File: src/rtl/sreg_pkg.sv
package sreg_pkg;
  // Synchronized view of the serial lines, in the order they are packed.
  typedef struct packed {
    logic ce;
    logic le;
    logic sck;
    logic sdi;
  } ser_lines_t;

  localparam int LINES_W = $bits(ser_lines_t);
endpackage

File: src/rtl/sreg_sync.sv
module sreg_sync #(
  parameter int W      = 4,
  parameter int STAGES = 2
) (
  input  logic         clk,
  input  logic         rst,
  input  logic [W-1:0] d_in,
  output logic [W-1:0] q
);
  logic [W-1:0] chain [STAGES];

  generate
    for (genvar s = 0; s < STAGES; s++) begin : g_stage
      always_ff @(posedge clk) begin
        if (rst) chain[s] <= '0;
        else if (s == 0) chain[s] <= d_in;
        else chain[s] <= chain[(s == 0) ? 0 : s-1];
      end
    end
  endgenerate

  assign q = chain[STAGES-1];
endmodule

File: src/rtl/sreg_shifter.sv
module sreg_shifter #(
  parameter int WORD_W = 24
) (
  input  logic              clk,
  input  logic              rst,
  input  logic              sck_s,
  input  logic              le_s,
  input  logic              sdi_s,
  output logic [WORD_W-1:0] word,
  output logic              load_go
);
  logic sck_d, le_d;
  logic sck_rise;

  assign sck_rise = sck_s & ~sck_d;
  assign load_go  = le_s & ~le_d;

  always_ff @(posedge clk) begin
    if (rst) begin
      sck_d <= 1'b0;
      le_d  <= 1'b0;
      word  <= '0;
    end else begin
      sck_d <= sck_s;
      le_d  <= le_s;
      if (sck_rise && !le_s) word <= {word[WORD_W-2:0], sdi_s};
    end
  end

  // no shifting while load enable is high
  a_r6_frozen_le_high: assert property (@(posedge clk) disable iff (rst)
    le_s |=> $stable(word));

  // MSB-first shift, new bit enters at the bottom
  a_r2_shift_in_low: assert property (@(posedge clk) disable iff (rst)
    (sck_rise && !le_s) |=> (word[0] == $past(sdi_s)) &&
                             (word[WORD_W-1:1] == $past(word[WORD_W-2:0])));
endmodule

File: src/rtl/sreg_regfile.sv
module sreg_regfile #(
  parameter int WORD_W   = 24,
  parameter int ADDR_W   = 3,
  parameter int NUM_REGS = 9,
  localparam int WIDE_W   = WORD_W - 1,
  localparam int NARROW_W = WORD_W - 1 - ADDR_W,
  localparam int AUX_N    = NUM_REGS - 1
) (
  input  logic                      clk,
  input  logic                      rst,
  input  logic [WORD_W-1:0]         word,
  input  logic                      load_go,
  output logic [WIDE_W-1:0]         main_q,
  output logic [AUX_N*NARROW_W-1:0] aux_q,
  output logic [NUM_REGS-1:0]       stb
);
  logic                is_main;
  logic [ADDR_W-1:0]   code;
  logic [NUM_REGS-1:0] hit;

  assign is_main = ~word[0];
  assign code    = word[ADDR_W:1];
  assign hit[0]  = load_go & is_main;

  always_ff @(posedge clk) begin
    if (rst) begin
      main_q <= '0;
      stb    <= '0;
    end else begin
      stb <= hit;
      if (hit[0]) main_q <= word[WORD_W-1 -: WIDE_W];
    end
  end

  generate
    for (genvar i = 1; i < NUM_REGS; i++) begin : g_aux
      assign hit[i] = load_go & ~is_main & (code == ADDR_W'(i-1));
      always_ff @(posedge clk) begin
        if (rst) aux_q[(i-1)*NARROW_W +: NARROW_W] <= '0;
        else if (hit[i]) aux_q[(i-1)*NARROW_W +: NARROW_W] <= word[WORD_W-1 -: NARROW_W];
      end
    end
  endgenerate

  // at most one strobe per cycle
  a_r5_single_strobe: assert property (@(posedge clk) disable iff (rst)
    $onehot0(stb));

  // a strobe only follows a commit request
  a_r5_strobe_needs_load: assert property (@(posedge clk) disable iff (rst)
    (|stb) |-> $past(load_go));

  // without a commit request nothing is written
  a_r7_hold_without_load: assert property (@(posedge clk) disable iff (rst)
    !load_go |=> ($stable(main_q) && $stable(aux_q)));
endmodule

File: src/rtl/sreg_loader.sv
module sreg_loader #(
  parameter int WORD_W      = 24,
  parameter int ADDR_W      = 3,
  parameter int NUM_REGS    = 9,
  parameter int SYNC_STAGES = 2,
  parameter int PD_BIT      = 19,
  localparam int WIDE_W   = WORD_W - 1,
  localparam int NARROW_W = WORD_W - 1 - ADDR_W,
  localparam int AUX_W    = (NUM_REGS - 1) * NARROW_W
) (
  input  logic                clk,
  input  logic                rst,
  input  logic                ser_data,
  input  logic                ser_clk,
  input  logic                ser_le,
  input  logic                chip_en,
  output logic [WIDE_W-1:0]   main_reg,
  output logic [AUX_W-1:0]    aux_regs,
  output logic [NUM_REGS-1:0] upd_stb,
  output logic                powered_down
);
  import sreg_pkg::*;

  ser_lines_t            raw, synced;
  logic [LINES_W-1:0]    synced_bits;
  logic [WORD_W-1:0]     word;
  logic                  load_go;

  assign raw = '{ce: chip_en, le: ser_le, sck: ser_clk, sdi: ser_data};

  sreg_sync #(.W(LINES_W), .STAGES(SYNC_STAGES)) sync_i (
    .clk(clk), .rst(rst), .d_in(raw), .q(synced_bits)
  );
  assign synced = synced_bits;

  sreg_shifter #(.WORD_W(WORD_W)) shift_i (
    .clk(clk), .rst(rst),
    .sck_s(synced.sck), .le_s(synced.le), .sdi_s(synced.sdi),
    .word(word), .load_go(load_go)
  );

  sreg_regfile #(.WORD_W(WORD_W), .ADDR_W(ADDR_W), .NUM_REGS(NUM_REGS)) rf_i (
    .clk(clk), .rst(rst), .word(word), .load_go(load_go),
    .main_q(main_reg), .aux_q(aux_regs), .stb(upd_stb)
  );

  always_ff @(posedge clk) begin
    if (rst) powered_down <= 1'b1;
    else     powered_down <= ~synced.ce | aux_regs[PD_BIT];
  end

  // chip enable low forces the power-down report
  a_r8_ce_forces_pd: assert property (@(posedge clk) disable iff (rst)
    !synced.ce |=> powered_down);
endmodule

File: config.mk
export PLATFORM = sky130hd
export DESIGN_NAME = sreg_loader
export DESIGN_NICKNAME = d
export VERILOG_FILES = /design/src/rtl/sreg_pkg.sv /design/src/rtl/sreg_sync.sv /design/src/rtl/sreg_shifter.sv /design/src/rtl/sreg_regfile.sv /design/src/rtl/sreg_loader.sv
export SDC_FILE = /design/constraint.sdc
export NUM_CORES = 1
export LEC_CHECK = 0
export BUFFER_PORTS_ARGS = -buffer_cell sky130_fd_sc_hd__buf_4
export CORE_MARGIN = 4
export CORE_UTILIZATION = 40
export DETAILED_ROUTE_END_ITERATION = 8
export PLACE_DENSITY_LB_ADDON = 0.3
export SLEW_MARGIN = 5
export SYNTH_ARGS = -nofsm -noshare
export SYNTH_HDL_FRONTEND = slang
export SYNTH_SLANG_ARGS = --single-unit
File: constraint.sdc
create_clock -name clk -period 1.35 [get_ports clk]
set_input_delay 0.27 -clock clk [delete_from_list [all_inputs] [get_ports clk]]
set_output_delay 0.27 -clock clk [all_outputs]
set_load 0.02 [all_outputs]
==> impl_summary.log, run 1 <==
[metrics] status: finished clean
[metrics] via count of the first global-routing pass: between 5000 and 6000
[metrics] latest clock arrival within the worst-skew pair: roughly 0.50 ns
[metrics] Finished Layout Cells: approximately 1300
[metrics] top sig layer: met4
[metrics] Crit path buffers/inverters: 1
[metrics] Setup CP Type: flop to primary output
[metrics] number of diodes: 0
[metrics] cell family with the largest share of critical-path delay: flip-flops
[metrics] average vias per placed instance: 4.645
[metrics] routed len/inst: about 17 um
[metrics] DR WL met3: 1027 um
[metrics] metal2 WL: between 10000 and 15000 um
[metrics] Multi-input gate area: 3600 um2
[metrics] area share of and/or/nand/nor cells after synthesis: 0.1913
[metrics] synthesis-stage register bit count: between 200 and 250
[metrics] number of design-rule violations left by the first detailed-router iteration: approximately 190
[metrics] Chip Width: between 150 and 200 um
[metrics] total negative setup slack: 0 ns
[metrics] total I/O pin count: roughly 200
[metrics] total of warnings raised by yosys: 0
[metrics] RSZ-0062 raised after global routing: yes
[metrics] instance area after placement: around 10000 um2
[metrics] worst vdd ir: 0.8609 mV
[metrics] wire length reported by the detailed router: ~21000 um
[metrics] Post-DRT Antenna Nets: 0
[metrics] Post-Synth XOR/XNOR Area: 0
[metrics] synthesis-to-layout area growth: 34.51%
[metrics] launching element type of the critical path: flop
[metrics] critical path peak fanout: 2
[metrics] half-perimeter wire length after placement: about 14000 um
[metrics] Total GRT Usage: 0.1689
[metrics] critical path's slowest cell: dfxtp_1
[metrics] time the worst path needs with I/O delays and setup: 1.304 ns
[metrics] type of the tightest min-delay check: input pin to flop
[metrics] number of cells after detailed placement: between 1000 and 1500
[metrics] transition at the pin with the smallest max-transition slack: slightly above 0.4 ns
[metrics] launching point of the worst reg2reg path: sync_i.chain[1][2]
[metrics] sort of element at the end of the critical path: primary output
[metrics] H-tree Lvls: 1
[metrics] routed vias: 6001
[metrics] placement-stage worst setup slack: -0.02678 ns
[metrics] overall overflow remaining after global route: 0
[metrics] part of the cycle the worst path needs: 0.9656
[metrics] number of placement rows: 53
[metrics] wire length of the first global-routing pass: around 33000 um
[metrics] static leakage: between 5 and 6 nW
[metrics] number of maximum-capacitance constraint violations: 0
[metrics] number of distinct library cell variants in the gate-level netlist after synthesis: 23
[metrics] final-layout worst hold slack: 0.1412 ns
[metrics] final hold violation count: 0
[metrics] worst endpoint required time: around 1.1 ns
[metrics] origin of the worst min-delay path: rst
[metrics] fill cell total of the finished layout: ~1900
[metrics] buffer levels on the longest clock path: 3
[metrics] cell-by-cell listing of the critical path: buf_4
[metrics] critical path arrival: slightly above 1 ns
[metrics] share of the synthesized area in compound gates (AO/OA/AOI/OAI): 0.01416
[metrics] maximum achievable frequency: around 0.77 GHz
[metrics] dominant combinational cell family by area after synthesis: multiplexers
[metrics] clock transition at the registers of the reported paths: ~0.06 ns
[metrics] setup skew after layout: 0.01086 ns
[metrics] initial antenna violation count: 0
[metrics] share of layout cells above drive strength 1: 0.3009
[metrics] post-synthesis cell count: 794
[metrics] part of the total power dissipated in combinational logic: 0.024
[metrics] Rel. slew slack: 0.7304
[metrics] effective utilization at floorplan: 0.4049
[metrics] core occupancy in the finished layout: 0.5446
[metrics] clock sinks: 227
[metrics] area share of the leading cell type in the synthesized netlist: 0.5356
[metrics] cell taking the most area after synthesis: dfxtp_1
[metrics] sequential-to-total area share from yosys stat: 0.5356
[metrics] post-route total power: roughly 13 mW
[metrics] number of endpoints failing setup at the final stage: 0
[metrics] fraction of power consumed by sequential logic: 0.512
[metrics] area of the mapped netlist: around 8500 um2
[metrics] Internal Power: a little over 10 mW
[metrics] Post-Synthesis Net Count: 800
[metrics] Inserted Clock Buffers: 24
[metrics] NetSw: around 2.7 mW
[metrics] Floorplan Core Area: roughly 21000 um2
[metrics] top cells by area, synth: dfxtp_1, mux2i_1, nand2b_1
[metrics] floorplan die height: roughly 150 um
[metrics] power share of the clock group: 0.464
[metrics] post-detailed-route DRC marker count: 0
[metrics] Pre-Repair DR Iteration Count: 4
[metrics] power density over the cells: approximately 1100 nW/um2
[metrics] Mean Syn Cell Area: about 11 um2
[metrics] largest net degree at the start of global routing: 73
[metrics] final instance area: between 10000 and 15000 um2
[metrics] Final WS setup: between 0.04 and 0.05 ns
[metrics] CTS tree: built
[metrics] net count of the finished layout: just over 1000
[metrics] wire length the detailed router placed on met1: 9917 um
[metrics] total of buffers placed on input and output ports: 198
[metrics] maximum single-stage delay on the critical path: 0.37 ns
[metrics] share of synthesized cell area in full adder, half adder and majority cells: 0
[metrics] post-synthesis mux area share: 0.2159
[metrics] number of pins with negative max-slew slack in the final report: 0
[metrics] Storage cell area: about 4600 um2
[metrics] die area: approximately 24000 um2
[metrics] Sw Ratio: 0.2071
[metrics] placer congestion estimate: 0.7685
[metrics] startpoint of the most critical setup path: rf_i.aux_q[10]
[metrics] Clock Tree Root: clkbuf_16
-- cell usage after synthesis --
| cell | instances |
|---|---|
| nor3b_2 | 1 |
| or3b_1 | 1 |
| or3b_2 | 1 |
| and3_1 | 1 |
| and2_1 | 1 |
| nand3_1 | 1 |
| and2b_1 | 1 |
| buf_6 | 4 |
| nor2b_1 | 12 |
| buf_4 | 13 |
| and4bb_2 | 2 |
| buf_1 | 12 |
| nand2_1 | 52 |
| nand2b_1 | 180 |
| buf_2 | 13 |
| clkbuf_1 | 30 |
| nor2_1 | 31 |
| nor3b_1 | 1 |
| dfxtp_1 | 227 |
| and2b_4 | 1 |
| mux2i_1 | 183 |
| a21oi_1 | 24 |
| nand4_1 | 2 |
-- sequential cells by signal (all words and copies together) (netlist names) --
signal / count
rf_i.aux_q: 160
sync_i.chain: 8
shift_i.sck_d: 1
powered_down: 1
rf_i.main_q: 23
shift_i.word: 24
rf_i.stb: 9
shift_i.le_d: 1
-- placed cells by master (no fill, tap or decap) --
cell,netlist,final
buf_4,13,228
dfxtp_1,227,220
mux2i_1,183,183
nand2b_1,180,180
nand2_1,52,49
nor2_1,31,31
clkbuf_16,0,29
a21oi_1,24,24
buf_12,0,14
nor2b_1,12,12
clkinv_2,0,7
dfxtp_2,0,6
buf_6,4,5
clkbuf_1,30,4
dlygate4sd3_1,0,4
nand2_2,0,3
clkbuf_8,0,3
nand4_1,2,2
and4bb_2,2,2
nor3b_4,0,1
nor3b_2,1,1
or3b_4,0,1
and2b_1,1,1
and2b_4,1,1
and3_2,0,1
and2_4,0,1
nand3_1,1,1
or3b_2,1,1
clkinvlp_4,0,1
dfxtp_4,0,1
-- cell families (layout without fill, tap and decap cells) --
logic type      Yosys count  count (layout)
simple gates            288             288
flops                   227             227
mux                     183             183
buf+inv                  72             295
compound gates           24              24
-- power by group through the flow --
stage               registers, mW  logic, mW  clock network [mW]
floorplan                    6.87      0.209                   0
detailed placement           6.87      0.287                   0
global placement             6.87      0.288                   0
finish                       6.72      0.311                6.08
global route                 6.72      0.333                6.59
CTS                          6.72      0.297                6.25
-- final cells by class --
cell class              count  share of cell area
multi-input cells         495              0.3154
well taps                 275             0.03015
clock inverters             8            0.003728
repair buffers            255              0.1918
flip-flops and latches    227              0.3992
clock buffers              32             0.05975
-- path summary, 6_finish.rpt --
path	slack (ns)	cells past startpoint	to
min reg2reg	0.43	1	sync_i.chain[1][2]
max reg2reg	0.06	5	shift_i.word[15]
max	0.05	1	aux_regs[10]
min	0.14	2	sync_i.chain[0][2]
-- repair_timing --
item | in CTS | in global routing
setup endpoints to repair | 23 | 158
buffers inserted | 0 | 2
endpoints found under the hold margin | 4 | 0
hold buffers | 4 | 0
resized for setup | 2 | 17
gates cloned | 0 | 4
pin swaps | 0 | 1
-- metal layers --
layer  up-vias  track usage
met1      2835       0.2339
met4         0      0.04500
met5         -            0
met3        29      0.02899
li1       2985            -
met2       152       0.2747
No activity file was read; power rests on OpenSTA's default activity.
==> run 2, diff against run 1 <==
- CELL_PAD_IN_SITES_DETAIL_PLACEMENT: not set -> 1
- CELL_PAD_IN_SITES_GLOBAL_PLACEMENT: not set -> 2
- CORE_UTILIZATION: 40 -> 33
==> run 2 against run 1 <==
Die area is 20% higher. Design area is 0.92% higher. Clock power is 10% higher. Clock skew is 0.0033 ns higher. Final cell count is 4.5% higher. Routed wire length is 13% higher. Setup slack worse by 0.019 ns. Via count is 1.5% higher. Worst hold slack worse by 0.039 ns.
==> impl_summary.log, run 2 (same netlist as run 1, synthesis figures left out) <==
[metrics] critical path's slowest cell: dfxtp_1
[metrics] placement-stage worst setup slack: -0.03387 ns
[metrics] die area: about 28000 um2
[metrics] maximum single-stage delay on the critical path: roughly 0.37 ns
[metrics] instance area after placement: around 10000 um2
[metrics] total I/O pin count: between 150 and 200
[metrics] effective utilization at floorplan: 0.3360
[metrics] Setup CP Type: flop to primary output
[metrics] worst endpoint required time: 1.08 ns
[metrics] wire length reported by the detailed router: between 20000 and 25000 um
[metrics] Finished Layout Cells: 1350
[metrics] Total GRT Usage: 0.1607
[metrics] maximum achievable frequency: between 0.7 and 0.8 GHz
[metrics] Largest regs: rf_i.aux_q (160), shift_i.word (24), rf_i.main_q (23)
[metrics] post-route total power: 13.71 mW
[metrics] critical path arrival: roughly 1.1 ns
[metrics] transition at the pin with the smallest max-transition slack: 0.4418 ns
[metrics] final-layout worst hold slack: about 0.10 ns
[metrics] synthesis-to-layout area growth: 35.75%
[metrics] routed vias: ~6100
[metrics] CTS tree: built
[metrics] Inserted Clock Buffers: 25
[metrics] average vias per placed instance: 4.511
[metrics] Final WS setup: roughly 0.027 ns
[metrics] total of buffers placed on input and output ports: roughly 200
[metrics] placer congestion estimate: approximately 0.73
[metrics] latest clock arrival within the worst-skew pair: ~0.52 ns
[metrics] startpoint of the most critical setup path: rf_i.aux_q[109]
[metrics] commonest cells after routing, fill and taps aside: buf_4, dfxtp_1, mux2i_1
[metrics] Clock Tree Root: clkbuf_16
[metrics] Pre-Repair DR Iteration Count: 4
[metrics] initial antenna violation count: 0
[metrics] largest net degree at the start of global routing: 71
[metrics] number of cells after detailed placement: about 1300
[metrics] buffer levels on the longest clock path: 3
[metrics] cell family with the largest share of critical-path delay: flip-flops
[metrics] clock sinks: ~230
[metrics] time the worst path needs with I/O delays and setup: ~1.3 ns
[metrics] most frequent standard cell in the layout excluding fill and tap cells: buf_4
[metrics] via count of the first global-routing pass: about 6200
[metrics] overall overflow remaining after global route: 0
[metrics] floorplan die height: ~170 um
[metrics] static leakage: between 5 and 6 nW
[metrics] type of the tightest min-delay check: input pin to flop
[metrics] cell-by-cell listing of the critical path: buf_4
[metrics] wire length of the first global-routing pass: between 30000 and 40000 um
[metrics] Rel. slew slack: 0.7055
[metrics] number of maximum-capacitance constraint violations: 0
[metrics] share of layout cells above drive strength 1: 0.3147
[metrics] final instance area: between 10000 and 15000 um2
[metrics] origin of the worst min-delay path: rst
[metrics] power density over the cells: 1190 nW/um2
[metrics] sort of element at the end of the critical path: primary output
[metrics] setup skew after layout: roughly 0.014 ns
[metrics] Floorplan Core Area: 25250 um2
[metrics] Crit path buffers/inverters: 1
[metrics] part of the cycle the worst path needs: 0.9800
[metrics] post-detailed-route DRC marker count: 0
[metrics] number of design-rule violations left by the first detailed-router iteration: roughly 250
[metrics] total negative setup slack: 0 ns
[metrics] H-tree Lvls: 1
[metrics] net count of the finished layout: 1007
[metrics] clock transition at the registers of the reported paths: roughly 0.060 ns
[metrics] worst vdd ir: ~0.75 mV
[metrics] status: finished clean
[metrics] number of diodes: 0
[metrics] launching point of the worst reg2reg path: shift_i.word[1]
[metrics] flip-flop count of the largest register, all copies and words added: 160
[metrics] number of endpoints failing setup at the final stage: 0
[metrics] critical path peak fanout: 2
[metrics] number of pins with negative max-slew slack in the final report: 0
[metrics] final hold violation count: 0
[metrics] Top reg by flops: rf_i.aux_q
[metrics] routed len/inst: approximately 18 um
[metrics] number of placement rows: 58
[metrics] RSZ-0062 raised after global routing: yes
[metrics] core occupancy in the finished layout: 0.4561
[metrics] launching element type of the critical path: flop
[metrics] Post-DRT Antenna Nets: 0
[metrics] Chip Width: approximately 170 um
[metrics] half-perimeter wire length after placement: 16070 um
[run 2: what timing repair did]
item                                    CTS  global route
hold buffers                              4             0
cloned                                    1             3
gates resized for setup                   8            32
buffers inserted                          0             2
endpoints found under the setup margin   15            99
hold endpoints to repair                  4             0
pin swaps                                 1             3
[run 2: report_power, final]
| group | internal [mW] | switching (mW) | total [mW] |
|---|---|---|---|
| logic | 0.154 | 0.147 | 0.301 |
| clock network | 3.96 | 2.73 | 6.69 |
| registers | 6.71 | 0.00621 | 6.72 |
| total | 10.8 | 2.88 | 13.7 |
[run 2: worst paths after layout]
check	to	slack [ns]	cells after the start
setup / recovery	aux_regs[109]	0.03	1
hold / removal	rf_i.main_q[3]	0.10	2
setup reg to reg	rf_i.aux_q[130]	0.03	5
hold reg to reg	shift_i.word[0]	0.43	2
[run 2: metal layers]
layer  up-vias  share of wire  routed length, um  global-route usage
met3        31          0.043               1033             0.02677
met5         -              0                  0                   0
li1       2995              -                  -                   -
met1      2943           0.46              11130              0.2169
met4         0          0.019                469             0.04093
met2       121           0.48              11540              0.2687
[run 2: cell type report]
type / instances / area, um2
Sequential cell: 227 / 4574
Fill cell: 2775 / 13740
Multi-Input combinational cell: 495 / 3602
Timing Repair Buffer: 252 / 2125
Clock inverter: 12 / 113.9
Clock buffer: 34 / 689.4
Tap cell: 330 / 412.9
